## src/rtl/bsd_pkg.sv

```systemverilog
package bsd_pkg;
  typedef struct packed {
    logic cs_a_n;
    logic cs_b;
    logic rd_n;
    logic wr_n;
    logic addr;
  } pins_t;

  localparam pins_t PINS_IDLE = '{cs_a_n: 1'b1, cs_b: 1'b0, rd_n: 1'b1, wr_n: 1'b1, addr: 1'b0};
  localparam int PINS_W = $bits(pins_t);
endpackage

```

## src/rtl/bsd_sync.sv

```systemverilog
module bsd_sync #(
  parameter int W = 1,
  parameter int STAGES = 2,
  parameter logic [W-1:0] RST_VAL = '0
) (
  input  logic         clk,
  input  logic         rst_n,
  input  logic [W-1:0] d,
  output logic [W-1:0] q
);
  logic [W-1:0] st [STAGES];

  generate
    for (genvar i = 0; i < STAGES; i++) begin : g_stage
      if (i == 0) begin : g_first
        always_ff @(posedge clk or negedge rst_n)
          if (!rst_n) st[0] <= RST_VAL;
          else        st[0] <= d;
      end else begin : g_next
        always_ff @(posedge clk or negedge rst_n)
          if (!rst_n) st[i] <= RST_VAL;
          else        st[i] <= st[i-1];
      end
    end
  endgenerate

  assign q = st[STAGES-1];
endmodule

```

## src/rtl/bsd_decode.sv

```systemverilog
module bsd_decode
  import bsd_pkg::*;
(
  input  logic  clk,
  input  logic  rst_n,
  input  logic  combined,
  input  pins_t p,
  output logic  rd_lvl,
  output logic  wr_lvl,
  output logic  rd_q,
  output logic  rd_rise,
  output logic  wr_rise
);
  logic sel, strobe;
  logic wr_q;

  assign sel    = !p.cs_a_n && p.cs_b;
  assign strobe = !p.rd_n;

  always_comb begin
    if (combined) begin
      rd_lvl = sel && strobe && p.wr_n;
      wr_lvl = sel && strobe && !p.wr_n;
    end else begin
      rd_lvl = sel && !p.rd_n && p.wr_n;
      wr_lvl = sel && !p.wr_n && p.rd_n;
    end
  end

  always_ff @(posedge clk or negedge rst_n)
    if (!rst_n) begin
      rd_q <= 1'b0;
      wr_q <= 1'b0;
    end else begin
      rd_q <= rd_lvl;
      wr_q <= wr_lvl;
    end

  assign rd_rise = rd_lvl && !rd_q;
  assign wr_rise = wr_lvl && !wr_q;

  // a missing select keeps both registered strobes off
  assert_no_select_R6: assert property (@(posedge clk) disable iff (!rst_n)
    (p.cs_a_n || !p.cs_b) |=> (!rd_q && !wr_q));

  // conflicting direction lines in separate mode form nothing
  assert_conflict_R7: assert property (@(posedge clk) disable iff (!rst_n)
    (!combined && !p.rd_n && !p.wr_n) |=> (!rd_q && !wr_q));

  // a write edge is a single-cycle event
  assert_one_load_R5: assert property (@(posedge clk) disable iff (!rst_n)
    wr_rise |=> !wr_rise);
endmodule

```

## src/rtl/bsd_regs.sv

```systemverilog
module bsd_regs #(
  parameter int DW = 10,
  parameter int NUM_REGS = 2,
  localparam int SEL_W = (NUM_REGS > 1) ? $clog2(NUM_REGS) : 1
) (
  input  logic                         clk,
  input  logic                         rst_n,
  input  logic                         load,
  input  logic [SEL_W-1:0]             sel,
  input  logic [DW-1:0]                data,
  output logic [NUM_REGS-1:0][DW-1:0]  regs
);
  generate
    for (genvar g = 0; g < NUM_REGS; g++) begin : g_reg
      always_ff @(posedge clk or negedge rst_n)
        if (!rst_n)                              regs[g] <= '0;
        else if (load && (sel == SEL_W'(g)))     regs[g] <= data;
    end
  endgenerate

  // registers move only on a load pulse
  assert_hold_R4: assert property (@(posedge clk) disable iff (!rst_n)
    !load |=> $stable(regs));
endmodule

```

## src/rtl/bsd_rdport.sv

```systemverilog
module bsd_rdport #(
  parameter int DW = 10
) (
  input  logic          clk,
  input  logic          rst_n,
  input  logic          pop_req,
  input  logic          rd_active,
  input  logic          fifo_valid,
  input  logic [DW-1:0] fifo_data,
  output logic          fifo_ready,
  output logic [DW-1:0] dout,
  output logic          dout_oe
);
  assign fifo_ready = pop_req;

  always_ff @(posedge clk or negedge rst_n)
    if (!rst_n) begin
      dout    <= '0;
      dout_oe <= 1'b0;
    end else begin
      dout_oe <= rd_active;
      if (fifo_ready && fifo_valid) dout <= fifo_data;
    end

  assert_oe_after_pop_R2: assert property (@(posedge clk) disable iff (!rst_n)
    (fifo_ready && fifo_valid) |=> dout_oe);

  assert_single_pop_R5: assert property (@(posedge clk) disable iff (!rst_n)
    fifo_ready |=> !fifo_ready);

  assert_empty_hold_R9: assert property (@(posedge clk) disable iff (!rst_n)
    (fifo_ready && !fifo_valid) |=> $stable(dout));
endmodule

```

## src/rtl/bus_strobe_decoder.sv

```systemverilog
module bus_strobe_decoder
  import bsd_pkg::*;
#(
  parameter int DW = 10,
  parameter int SYNC_STAGES = 2
) (
  input  logic          clk,
  input  logic          rst_n,
  input  logic          cfg_rw_combined,
  input  logic          cs_a_n,
  input  logic          cs_b,
  input  logic          rd_n,
  input  logic          wr_n,
  input  logic          addr,
  input  logic [DW-1:0] din,
  input  logic          fifo_valid,
  input  logic [DW-1:0] fifo_data,
  output logic          fifo_ready,
  output logic [DW-1:0] dout,
  output logic          dout_oe,
  output logic [DW-1:0] ctrl0,
  output logic [DW-1:0] ctrl1
);
  localparam int NUM_REGS = 2;

  pins_t raw, pins_s;
  logic [DW-1:0] din_s;
  logic rd_lvl, wr_lvl, rd_q, rd_rise, wr_rise;
  logic [NUM_REGS-1:0][DW-1:0] regs;

  assign raw = '{cs_a_n: cs_a_n, cs_b: cs_b, rd_n: rd_n, wr_n: wr_n, addr: addr};

  bsd_sync #(.W(PINS_W), .STAGES(SYNC_STAGES), .RST_VAL(PINS_IDLE)) u_sync_pins (
    .clk(clk), .rst_n(rst_n), .d(raw), .q(pins_s));

  bsd_sync #(.W(DW), .STAGES(SYNC_STAGES), .RST_VAL('0)) u_sync_data (
    .clk(clk), .rst_n(rst_n), .d(din), .q(din_s));

  bsd_decode u_dec (
    .clk(clk), .rst_n(rst_n), .combined(cfg_rw_combined), .p(pins_s),
    .rd_lvl(rd_lvl), .wr_lvl(wr_lvl), .rd_q(rd_q),
    .rd_rise(rd_rise), .wr_rise(wr_rise));

  bsd_regs #(.DW(DW), .NUM_REGS(NUM_REGS)) u_regs (
    .clk(clk), .rst_n(rst_n), .load(wr_rise), .sel(pins_s.addr),
    .data(din_s), .regs(regs));

  bsd_rdport #(.DW(DW)) u_rd (
    .clk(clk), .rst_n(rst_n), .pop_req(rd_rise), .rd_active(rd_lvl),
    .fifo_valid(fifo_valid), .fifo_data(fifo_data),
    .fifo_ready(fifo_ready), .dout(dout), .dout_oe(dout_oe));

  assign ctrl0 = regs[0];
  assign ctrl1 = regs[1];

  // the bus driver and a register load never overlap
  assert_dir_excl_R7: assert property (@(posedge clk) disable iff (!rst_n)
    wr_rise |-> !dout_oe || !rd_q);

  // register contents stay at their reset value until the first load
  assert_reset_R1: assert property (@(posedge clk) disable iff (!rst_n)
    $rose(rst_n) |-> (ctrl0 == '0 && ctrl1 == '0));
endmodule

```

## config.mk

```make
export PLATFORM = sky130hd
export DESIGN_NAME = bus_strobe_decoder
export DESIGN_NICKNAME = d
export VERILOG_FILES = /design/src/rtl/bsd_pkg.sv /design/src/rtl/bsd_sync.sv /design/src/rtl/bsd_decode.sv /design/src/rtl/bsd_regs.sv /design/src/rtl/bsd_rdport.sv /design/src/rtl/bus_strobe_decoder.sv
export SDC_FILE = /design/constraint.sdc
export NUM_CORES = 1
export LEC_CHECK = 0
export BUFFER_PORTS_ARGS = -buffer_cell sky130_fd_sc_hd__buf_2
export CORE_MARGIN = 1.5
export CORE_UTILIZATION = 36
export DETAILED_ROUTE_END_ITERATION = 8
export PLACE_DENSITY = 0.72
export SLEW_MARGIN = 10
export SYNTH_ARGS = -nofsm -noshare
export SYNTH_HDL_FRONTEND = slang
export SYNTH_HIERARCHICAL = 1
export SYNTH_SLANG_ARGS = --single-unit
export TNS_END_PERCENT = 10
```

## constraint.sdc

```tcl
create_clock -name clk -period 1.6 [get_ports clk]
set_input_delay 0.24 -clock clk [delete_from_list [all_inputs] [get_ports clk]]
set_output_delay 0.24 -clock clk [all_outputs]
set_load 0.05 [all_outputs]
```

==> reports/metrics.csv, run 1 <==
stage,metric,value,unit
synth,ys_warn_count,6,
worst_hold_path,hold_path_class,input pin to register,
synth,seq_area_frac_synth,0.740,
floorplanning,die_area,6420,µm²
drt,first_pass_iters,3,
worst_hold_path,min_path_cells,1,
cts,tritoncts,yes,
global_routing,antenna_found_initial,0,
drt,drt-total-wl,3570,µm
synth,syn_area,2140,µm²
sta,worst_pin_slew,0.316,ns
synth,synth_cells,119,
place,pre_cts_ws,-0.0303,ns
cells_and_area,design_area,2820,µm²
floorplanning,io_pins,61,
place,placedCellCount,239,
sta,rsz0062_at_grt,yes,
global_routing,grt_pass1_wl,5660,µm
floorplanning,dieWidth,80.1,µm
cts,cts-htree-levels,3,
worst_setup_path,worstRegToRegCells,5,
sta,fin_crit,1.63,ns
cells_and_area,nets,218,
worst_setup_path,crit_fanout,10,
global_routing,grt_usage,0.127,
worst_setup_path,r2r-end,u_regs/regs[5],
cts,cts_root_buf,clkbuf_8,
sta,whs,0.0189,ns
cts,cts_buffer_depth,2,
global_routing,grt.overflow.total,0,
run,cap_violations,0,
synth,yosysTopAreaCell,dfrtp_1,
synth,synth_fp_nets,148,
drt,ant_nets,0,
sta,finalHoldViolCount,0,
place,place.gp.congestion,0.739,
place,numPortBuffers,60,
worst_setup_path,cp-start-kind,register,
cts,cts_sinks,63,
global_routing,grt_pass1_vias,1165,
worst_setup_path,arrival,1.84,ns
floorplanning,core_area,5610,µm²
worst_setup_path,crit_slowest_cell,dfstp_2,
place,dp_hpwl,2420,µm
drt,wl_per_cell,13.4,µm
drt,drc_errors,0,
synth,ys_ff_latch,63,
cts,cts-buffers-inserted,9,
cells_and_area,antennaDiodeCount,0,
sta,clock_skew,0.00697,ns
synth,synth-xor-area-share,0.00409,
sta,fmax,0.613,GHz
status,status,"complete, but fails checks",
global_routing,grt_max_degree,61,
worst_setup_path,critPathKind,register to register,
synth,synth_top_cell_area_share,0.666,
synth,yosysUniqueCellTypes,14,
drt,dr.first_iter.drc_count,50,
synth,avgSynthCellArea,18.0,µm²
place,postPlaceCellArea,2470,µm²
worst_setup_path,cp.required,1.81,ns
floorplanning,rows,27,
sta,fin_setup_tns,-0.188,ns
status,violations,setup timing,
drt,via_count,1128,
cells_and_area,instances_no_fill,266,
sta,setup_viol,10,
synth,synth_area_leaders,"dfrtp_1 67%, mux2_2 16%, dfstp_2 7.4%, buf_4 5.6%, nand2b_4 0.64%",
power_and_ir_drop,cellPowerDensity,1620,nW/µm²
worst_setup_path,crit_chain,xnor2_2 > nor4_2 > nor2b_4 > buf_12 > mux2_2,
worst_hold_path,worstHoldEndpoint,u_sync_data/st[18],
worst_setup_path,r2r_setup_slack,-0.03,ns
floorplanning,die_h,80.1,µm
drt,viasPerCell,4.24,
cts,path_clk_slew,0.07,ns
synth,synth.area.mux_share,0.158,
power_and_ir_drop,ir_drop,0.000653,V
cts,clock_latency,0.33,ns
cells_and_area,drive_gt1_frac,0.634,
worst_setup_path,rr_startpoint,u_sync_pins/q[2],
cells_and_area,syn_to_final_growth,31.6,%
power_and_ir_drop,leakagePower,1.37,nW
cells_and_area,post-route-util,0.502,
synth,synth_compound_area_frac,0,
synth,synth_top_family_by_area,multiplexers,
sta,slew_headroom,0.789,
worst_hold_path,min_from,din[8],
synth,synthAdderAreaFrac,0,
worst_setup_path,end_kind,register,
synth,synth-simple-area-share,0.0368,
power_and_ir_drop,p_total,4.55,mW
sta,setup_ws,-0.0319,ns
floorplanning,initial_utilization,0.382,
sta,slew_viol_final,0,
sta,min_period_over_period,1.02,
worst_setup_path,crit_path_max_incr_delay,0.56,ns
==> Yosys cell counts, drive strengths merged <==
master / instances
dfrtp: 57
mux2: 30
buf: 17
dfstp: 6
nand2: 2
nand2b: 1
nor2b: 1
nor3: 1
nor3b: 1
nor4: 1
nor4b: 1
xnor2: 1
==> state kept, by name, summed over array words and instances (netlist names) <==
| register | count |
|---|---|
| u_dec/wr_q | 1 |
| u_sync_pins/st | 5 |
| u_sync_pins/q | 5 |
| u_rd/dout | 10 |
| u_regs/regs | 20 |
| u_rd/dout_oe | 1 |
| u_sync_data/st | 10 |
| u_dec/rd_q | 1 |
| u_sync_data/q | 10 |
==> area by class of cell <==
| type | count | area, µm² |
|---|---|---|
| Fill cell | 497 | 2790 |
| Sequential cell | 63 | 1580 |
| Timing Repair Buffer | 76 | 484 |
| Multi-Input combinational cell | 39 | 469 |
| Clock buffer | 12 | 145 |
| Tap cell | 72 | 90.1 |
| Clock inverter | 4 | 45.0 |
==> where the power goes <==
group | total [mW] | switching, mW | internal (mW)
Clock | 1.30 | 0.547 | 0.754
Combinational | 1.29 | 0.936 | 0.356
Sequential | 1.96 | 0.116 | 1.84
Total | 4.55 | 1.60 | 2.95
==> routing by layer <==
metal / wire length (µm) / track usage / vias up
met5: 0 / 0 / -
met4: 140 / 0.100 / 0
met3: 134 / 0.0432 / 12
met2: 2030 / 0.205 / 22
met1: 1270 / 0.135 / 572
li1: - / - / 522
==> cells by family after synthesis <==
| kind of cell | count (synthesis) |
|---|---|
| multiplexers | 30 |
| AND/OR/NAND/NOR | 8 |
| buffers and inverters | 17 |
| flip-flops | 63 |
| XOR/XNOR | 1 |
==> worst max path at each step <==
stage / startpoint / endpoint / slack (ns)
global route: u_sync_pins/q[2] / u_regs/regs[8] / -0.13
detailed placement: u_sync_pins/q[2] / u_regs/regs[8] / -0.03
floorplan: u_sync_pins/q[2] / u_regs/regs[0] / -0.06
global placement: u_sync_pins/q[2] / u_regs/regs[4] / 0.008
finish: u_sync_pins/q[2] / u_regs/regs[5] / -0.03
CTS: u_sync_pins/q[2] / fifo_ready / -0.04
==> critical path: cells and delay by family, from the launching register on <==
family        cells  cell delay (ns)
simple gates      2             0.39
mux               1             0.34
xor+xnor          1             0.08
buf+inv           1             0.14
flops             1             0.56
==> cell usage in the layout (no fill, tap or decap) <==
cell            n
buf_12          2
buf_2          59
buf_4           3
buf_6           1
buf_8           1
bufinv_16       1
clkbuf_1        2
clkbuf_8       10
clkinv_2        3
dfrtp_1        57
dfstp_2         6
dlygate4sd3_1  10
mux2_2         28
mux2_4          2
nand2_4         1
nand2_8         1
nand2b_4        1
nor2b_4         1
nor3_1          1
nor3b_1         1
nor4_2          1
nor4b_4         1
xnor2_2         1
==> what timing repair did <==
action	in CTS	in global routing
resized for setup	5	5
setup buffers	1	0
endpoints found under the setup margin	13	31
hold buffers	9	1
pin swaps	0	0
endpoints found under the hold margin	66	1
No activity file was read; power rests on OpenSTA's default activity.
==> inputs of run 2 (changes only) <==
--- a/config.mk
+++ b/config.mk
@@ -9,7 +9,7 @@
 export CORE_MARGIN = 1.5
 export CORE_UTILIZATION = 36
 export DETAILED_ROUTE_END_ITERATION = 8
-export PLACE_DENSITY = 0.72
+export PLACE_DENSITY = 0.7
 export SLEW_MARGIN = 10
 export SYNTH_ARGS = -nofsm -noshare
 export SYNTH_HDL_FRONTEND = slang
==> constraint.sdc (replaced) <==
create_clock -name clk -period 2.1 [get_ports clk]
set_input_delay 0.315 -clock clk [delete_from_list [all_inputs] [get_ports clk]]
set_output_delay 0.315 -clock clk [all_outputs]
set_load 0.05 [all_outputs]
==> reports/metrics.csv, run 2 (synthesis results as in run 1) <==
stage,metric,value,unit,change
global_routing,grt_pass1_vias,1074,,-7.8%
sta,worst_pin_slew,0.323,ns,+0.00625 ns
sta,slew_headroom,0.783,,-0.00596
global_routing,grt_usage,0.114,,-0.0125
cts,cts-buffers-inserted,9,,unchanged
drt,ant_nets,0,,unchanged
cells_and_area,top_register,u_regs/regs,,
worst_setup_path,crit_fanout,4,,-6
global_routing,grt_max_degree,57,,-6.6%
sta,fmax,0.523,GHz,
place,numPortBuffers,60,,unchanged
worst_setup_path,cp.required,1.78,ns,-0.03 ns
global_routing,grt_pass1_wl,5190,µm,-8.4%
power_and_ir_drop,p_comb_frac,0.278,,-0.006
power_and_ir_drop,seq_power_share,0.434,,+0.004
cts,cts_root_buf,clkbuf_8,,
drt,drt-total-wl,3230,µm,-9.7%
cells_and_area,antennaDiodeCount,0,,unchanged
cells_and_area,syn_to_final_growth,22.6,%,
floorplanning,rows,27,,unchanged
sta,slew_viol_final,0,,unchanged
cells_and_area,regArea,1580,µm²,unchanged
floorplanning,core_area,5610,µm²,unchanged
floorplanning,die_area,6420,µm²,unchanged
cts,cts_sinks,63,,unchanged
power_and_ir_drop,cellPowerDensity,1300,nW/µm²,-19%
drt,drc_errors,0,,unchanged
cells_and_area,post-route-util,0.468,,-0.0346
drt,viasPerCell,4.18,,-1.4%
cts,clock_latency,0.32,ns,about the same
worst_setup_path,end_kind,output port,,
sta,fin_crit,1.91,ns,
sta,setup_viol,0,,-10
power_and_ir_drop,power.internal,2.24,mW,-24%
drt,first_pass_iters,4,,+1
power_and_ir_drop,leakagePower,1.28,nW,-6.8%
power_and_ir_drop,power_switching,1.18,mW,-26%
worst_setup_path,arrival,1.60,ns,-0.24 ns
cells_and_area,drive_gt1_frac,0.630,,-0.00419
status,status,finished clean,,
power_and_ir_drop,ir_drop,0.000393,V,-40%
sta,finalHoldViolCount,0,,unchanged
power_and_ir_drop,switching_share,0.346,,-0.00541
cts,cts_buffer_depth,2,,unchanged
place,place.gp.congestion,0.736,,-0.38%
global_routing,antenna_found_initial,0,,unchanged
cells_and_area,mostFrequentLayoutCell,buf_2,,
sta,min_period_over_period,0.910,,
cts,tritoncts,yes,,
cells_and_area,largest_reg_flops,20,,unchanged
cts,cts-htree-levels,3,,unchanged
sta,clock_skew,0.00768,ns,+0.000705 ns
sta,rsz0062_at_grt,no,,
cells_and_area,layout_common_cells,"60 x buf_2, 57 x dfrtp_1, 30 x mux2_2",,
drt,wl_per_cell,12.8,µm,-5.0%
drt,dr.first_iter.drc_count,55,,+10%
sta,fin_setup_tns,0,ns,+0.188 ns
cells_and_area,nets,205,,-6.0%
global_routing,grt.overflow.total,0,,unchanged
sta,whs,0.0887,ns,+0.0698 ns
worst_setup_path,cp-start-kind,register,,
power_and_ir_drop,clkPwrFrac,0.288,,+0.002
floorplanning,initial_utilization,0.382,,unchanged
cells_and_area,fillers,537,,+8.0%
cts,path_clk_slew,0.06,ns,about the same
floorplanning,dieWidth,80.1,µm,unchanged
drt,via_count,1058,,-6.2%
cts,cts_resized,0,,-5
cells_and_area,multi_input_area,425,µm²,-9.3%
worst_setup_path,critPathKind,register to output port,,
floorplanning,io_pins,61,,unchanged
floorplanning,die_h,80.1,µm,unchanged
run,cap_violations,0,,unchanged
worst_hold_path,hold_path_class,input pin to register,,
==> run 2: critical path, cell delays in order (launching register included) <==
cell and delay, ns:
dfstp_2 0.55, nor4b_1 0.28, buf_4 0.19, buf_2 0.25
==> run 2: layout make-up <==
cell class / count / area share
Multi-Input combinational cell: 39 / 0.162
Timing Repair Buffer: 63 / 0.129
Sequential cell: 63 / 0.604
Clock inverter: 1 / 0.0114
Clock buffer: 15 / 0.0596
Tap cell: 72 / 0.0343
==> run 2: what timing repair did <==
item / 4_1_cts / 5_1_grt
buffers inserted: 0 / 0
endpoints found under the hold margin: 5 / 0
hold buffers: 1 / 0
==> run 2: power by group through the flow <==
stage	clock network, mW	registers (mW)	logic [mW]
after floorplan	0	2.06	0.173
after global placement	0	1.51	0.947
after detailed placement	0	1.51	0.959
after CTS	1.03	1.49	0.961
after global routing	1.08	1.51	0.990
final	0.983	1.48	0.950
==> run 2: worst paths after layout <==
check                                   startpoint                end  slack (ns)  depth (start not counted)
min in group asynchronous                    rst_n  u_sync_pins/st[8]        0.37                          2
worst min register to register  u_sync_data/st[17]   u_sync_data/q[7]        0.35                          0
worst max register to register    u_sync_pins/q[2]     u_regs/regs[4]        0.33                          4
worst max-delay path              u_sync_pins/q[1]         fifo_ready        0.19                          3
max in group asynchronous                    rst_n  u_sync_pins/st[6]        1.15                          3
worst min-delay path                          rd_n  u_sync_pins/st[7]        0.09                          1
==> run 2: routing by layer <==
metal	vias up	share of wire	GRT usage
met5	-	0	0
met4	0	0.017	0.0828
met3	4	0.052	0.0534
met2	20	0.55	0.182
met1	537	0.38	0.117
li1	497	-	-
==> run 2: per-stage QoR <==
stage	total power, mW	worst slack (ns)	cells	cell area (µm²)
floorplan	2.23	0.391	119	2140
global placement	2.45	0.374	236	2430
detailed placement	2.47	0.316	236	2430
CTS	3.47	0.139	253	2620
global route	3.59	0.0764	253	2620
finish	3.42	0.189	253	2620
==> inputs of run 3 (changes only) <==
--- a/config.mk
+++ b/config.mk
@@ -9,6 +9,7 @@
 export CORE_MARGIN = 1.5
 export CORE_UTILIZATION = 36
 export DETAILED_ROUTE_END_ITERATION = 8
+export GPL_TIMING_DRIVEN = 0
 export PLACE_DENSITY = 0.7
 export SLEW_MARGIN = 10
 export SYNTH_ARGS = -nofsm -noshare
==> reports/metrics.csv, run 3 (synthesis results as in run 1) <==
stage,metric,value,unit,change
status,status,finished clean,,
worst_hold_path,hold_path_class,input pin to asynchronous set/reset pin,,
power_and_ir_drop,cellPowerDensity,1300,nW/µm²,about the same
worst_setup_path,worstRegToRegCells,6,,+2
sta,fin_crit,1.99,ns,+0.0804 ns
worst_setup_path,path_buf_inv,3,,+1
worst_setup_path,cp.required,1.78,ns,about the same
worst_setup_path,end_kind,output port,,
drt,first_pass_iters,2,,-2
global_routing,grt_usage,0.124,,+0.0100
cts,cts_root_buf,clkbuf_8,,
sta,min_period_over_period,0.949,,+0.0383
worst_setup_path,cp.depth,5,,+2
cts,clock_latency,0.32,ns,about the same
run,cap_violations,0,,unchanged
cells_and_area,drive_gt1_frac,0.682,,+0.0522
power_and_ir_drop,leakagePower,1.37,nW,+7.3%
cells_and_area,post-route-util,0.494,,+0.0266
cts,cts-buffers-inserted,9,,unchanged
worst_setup_path,r2r-end,u_regs/regs[8],,
global_routing,grt_max_degree,64,,+12%
cts,hold_buffers,0,,-1
drt,drc_errors,0,,unchanged
place,postPlaceCellArea,2530,µm²,+4.4%
cells_and_area,antennaDiodeCount,0,,unchanged
worst_setup_path,cp-start-kind,register,,
place,numPortBuffers,60,,unchanged
drt,via_count,1128,,+6.6%
place,place.gp.congestion,0.705,,-4.2%
worst_setup_path,timing.critical_path.from,u_sync_pins/q[4],,
cells_and_area,fillers,520,,-3.2%
worst_setup_path,crit_fanout,4,,unchanged
floorplanning,dieWidth,80.1,µm,unchanged
worst_setup_path,rr_startpoint,u_sync_pins/q[2],,
sta,worst_pin_slew,0.767,ns,+0.444 ns
worst_setup_path,crit_path_max_incr_delay,0.36,ns,-0.19 ns
worst_setup_path,path_delay_family,buffers and inverters,,
sta,rsz0062_at_grt,no,,
floorplanning,rows,27,,unchanged
sta,finalHoldViolCount,0,,unchanged
worst_setup_path,crit_slowest_cell,dfstp_2,,
drt,wl_per_cell,12.8,µm,+0.69%
cts,cts_setup_buffers,0,,unchanged
worst_setup_path,critPathKind,register to output port,,
cells_and_area,syn_to_final_growth,29.5,%,
worst_setup_path,crit_chain,buf_4 > nand2b_4 > nor4b_4 > buf_4 > buf_2,,
drt,drt-total-wl,3430,µm,+6.3%
global_routing,grt.overflow.total,0,,unchanged
cells_and_area,top_register,u_regs/regs,,
sta,fmax,0.502,GHz,-4.0%
global_routing,grt_pass1_vias,1155,,+7.5%
floorplanning,initial_utilization,0.382,,unchanged
worst_setup_path,arrival,1.68,ns,+0.08 ns
cts,path_clk_slew,0.07,ns,about the same
cts,cts_buffer_depth,2,,unchanged
global_routing,antenna_found_initial,0,,unchanged
sta,clock_skew,0.00707,ns,-0.000605 ns
drt,viasPerCell,4.22,,+1.0%
cts,tritoncts,yes,,
cells_and_area,multi_input_area,440,µm²,+3.5%
cts,cts-htree-levels,3,,unchanged
worst_setup_path,crit_top_cell,buf_4,,
floorplanning,core_area,5610,µm²,unchanged
power_and_ir_drop,ir_drop,0.000525,V,+34%
sta,setup_viol,0,,unchanged
cells_and_area,design_area,2770,µm²,+5.7%
cells_and_area,mostFrequentLayoutCell,buf_2,,
cells_and_area,nets,219,,+6.8%
worst_setup_path,r2r_setup_slack,0.31,ns,-0.02 ns
cells_and_area,largest_reg_flops,20,,unchanged
drt,ant_nets,0,,unchanged
cts,cts_sinks,63,,unchanged
sta,slew_viol_final,0,,unchanged
sta,fin_setup_tns,0,ns,unchanged
cells_and_area,layout_common_cells,"59 x buf_2, 57 x dfrtp_1, 30 x mux2_2",,
worst_setup_path,crit_end,fifo_ready,,
cells_and_area,regArea,1580,µm²,unchanged
global_routing,grt_pass1_wl,5660,µm,+9.2%
drt,dr.first_iter.drc_count,49,,-11%
sta,slew_headroom,0.489,,-0.294
floorplanning,io_pins,61,,unchanged
place,dp_hpwl,2320,µm,
floorplanning,die_area,6420,µm²,unchanged
floorplanning,die_h,80.1,µm,unchanged
-- run 3: cell count changes in the layout (fill, tap and decap cells not counted) --
cell,change
buf_4,+16
dlygate4sd3_1,-1
bufinv_16,+1
buf_2,-1
clkbuf_8,+1
buf_12,-1
nor4b_1,-1
clkbuf_1,-3
clkinv_2,+1
nor4b_4,+1
buf_6,+1
-- run 3: timing repair --
action	in CTS	in global routing
setup endpoints to repair	1	0
hold endpoints to repair	0	0
resized for setup	2	0
-- run 3: power breakdown --
| group | switching, mW | total [mW] | internal (mW) |
|---|---|---|---|
| registers | 0.0784 | 1.48 | 1.40 |
| logic | 0.711 | 0.972 | 0.262 |
| clock network | 0.425 | 1.16 | 0.733 |
| total | 1.21 | 3.61 | 2.40 |
-- run 3: final cells by class --
cell class,instances,area share
clock buffers,13,0.0573
clock inverters,3,0.0235
well taps,72,0.0325
flip-flops and latches,63,0.571
plain buffers,17,0.0474
repair buffers,60,0.109
multi-input cells,39,0.159
-- run 3: how the worst min path moves through the flow --
stage | start | to | slack (ns) | cells past startpoint
5_1_grt | rd_n | u_sync_pins/st[7] | 0.05 | 1
6_report | rst_n | u_rd/dout[8] | 0.07 | 1
3_3_place_gp | u_sync_data/st[10] | u_sync_data/q[0] | 0.33 | 0
2_1_floorplan | rst_n | u_dec/rd_q | 0.02 | 0
4_1_cts | rd_n | u_sync_pins/st[7] | 0.06 | 1
3_5_place_dp | u_sync_data/st[17] | u_sync_data/q[7] | 0.34 | 0
-- run 3: routing by layer --
metal / vias to the layer above / part of all wire / GRT usage
met5: - / 0 / 0
met4: 0 / 0.020 / 0.0966
met3: 6 / 0.029 / 0.0352
met2: 18 / 0.54 / 0.190
met1: 577 / 0.41 / 0.147
li1: 527 / - / -
-- run 3: per-stage QoR --
step                power [mW]  hold slack (ns)  setup slack (ns)  std cells
finish                    3.61           0.0700             0.108        267
global route              3.78           0.0541            0.0276        267
CTS                       3.66           0.0627            0.0744        267
detailed placement        2.49            0.336             0.113        251
global placement          2.47            0.333             0.123        251
floorplan                 2.23           0.0194             0.391        119
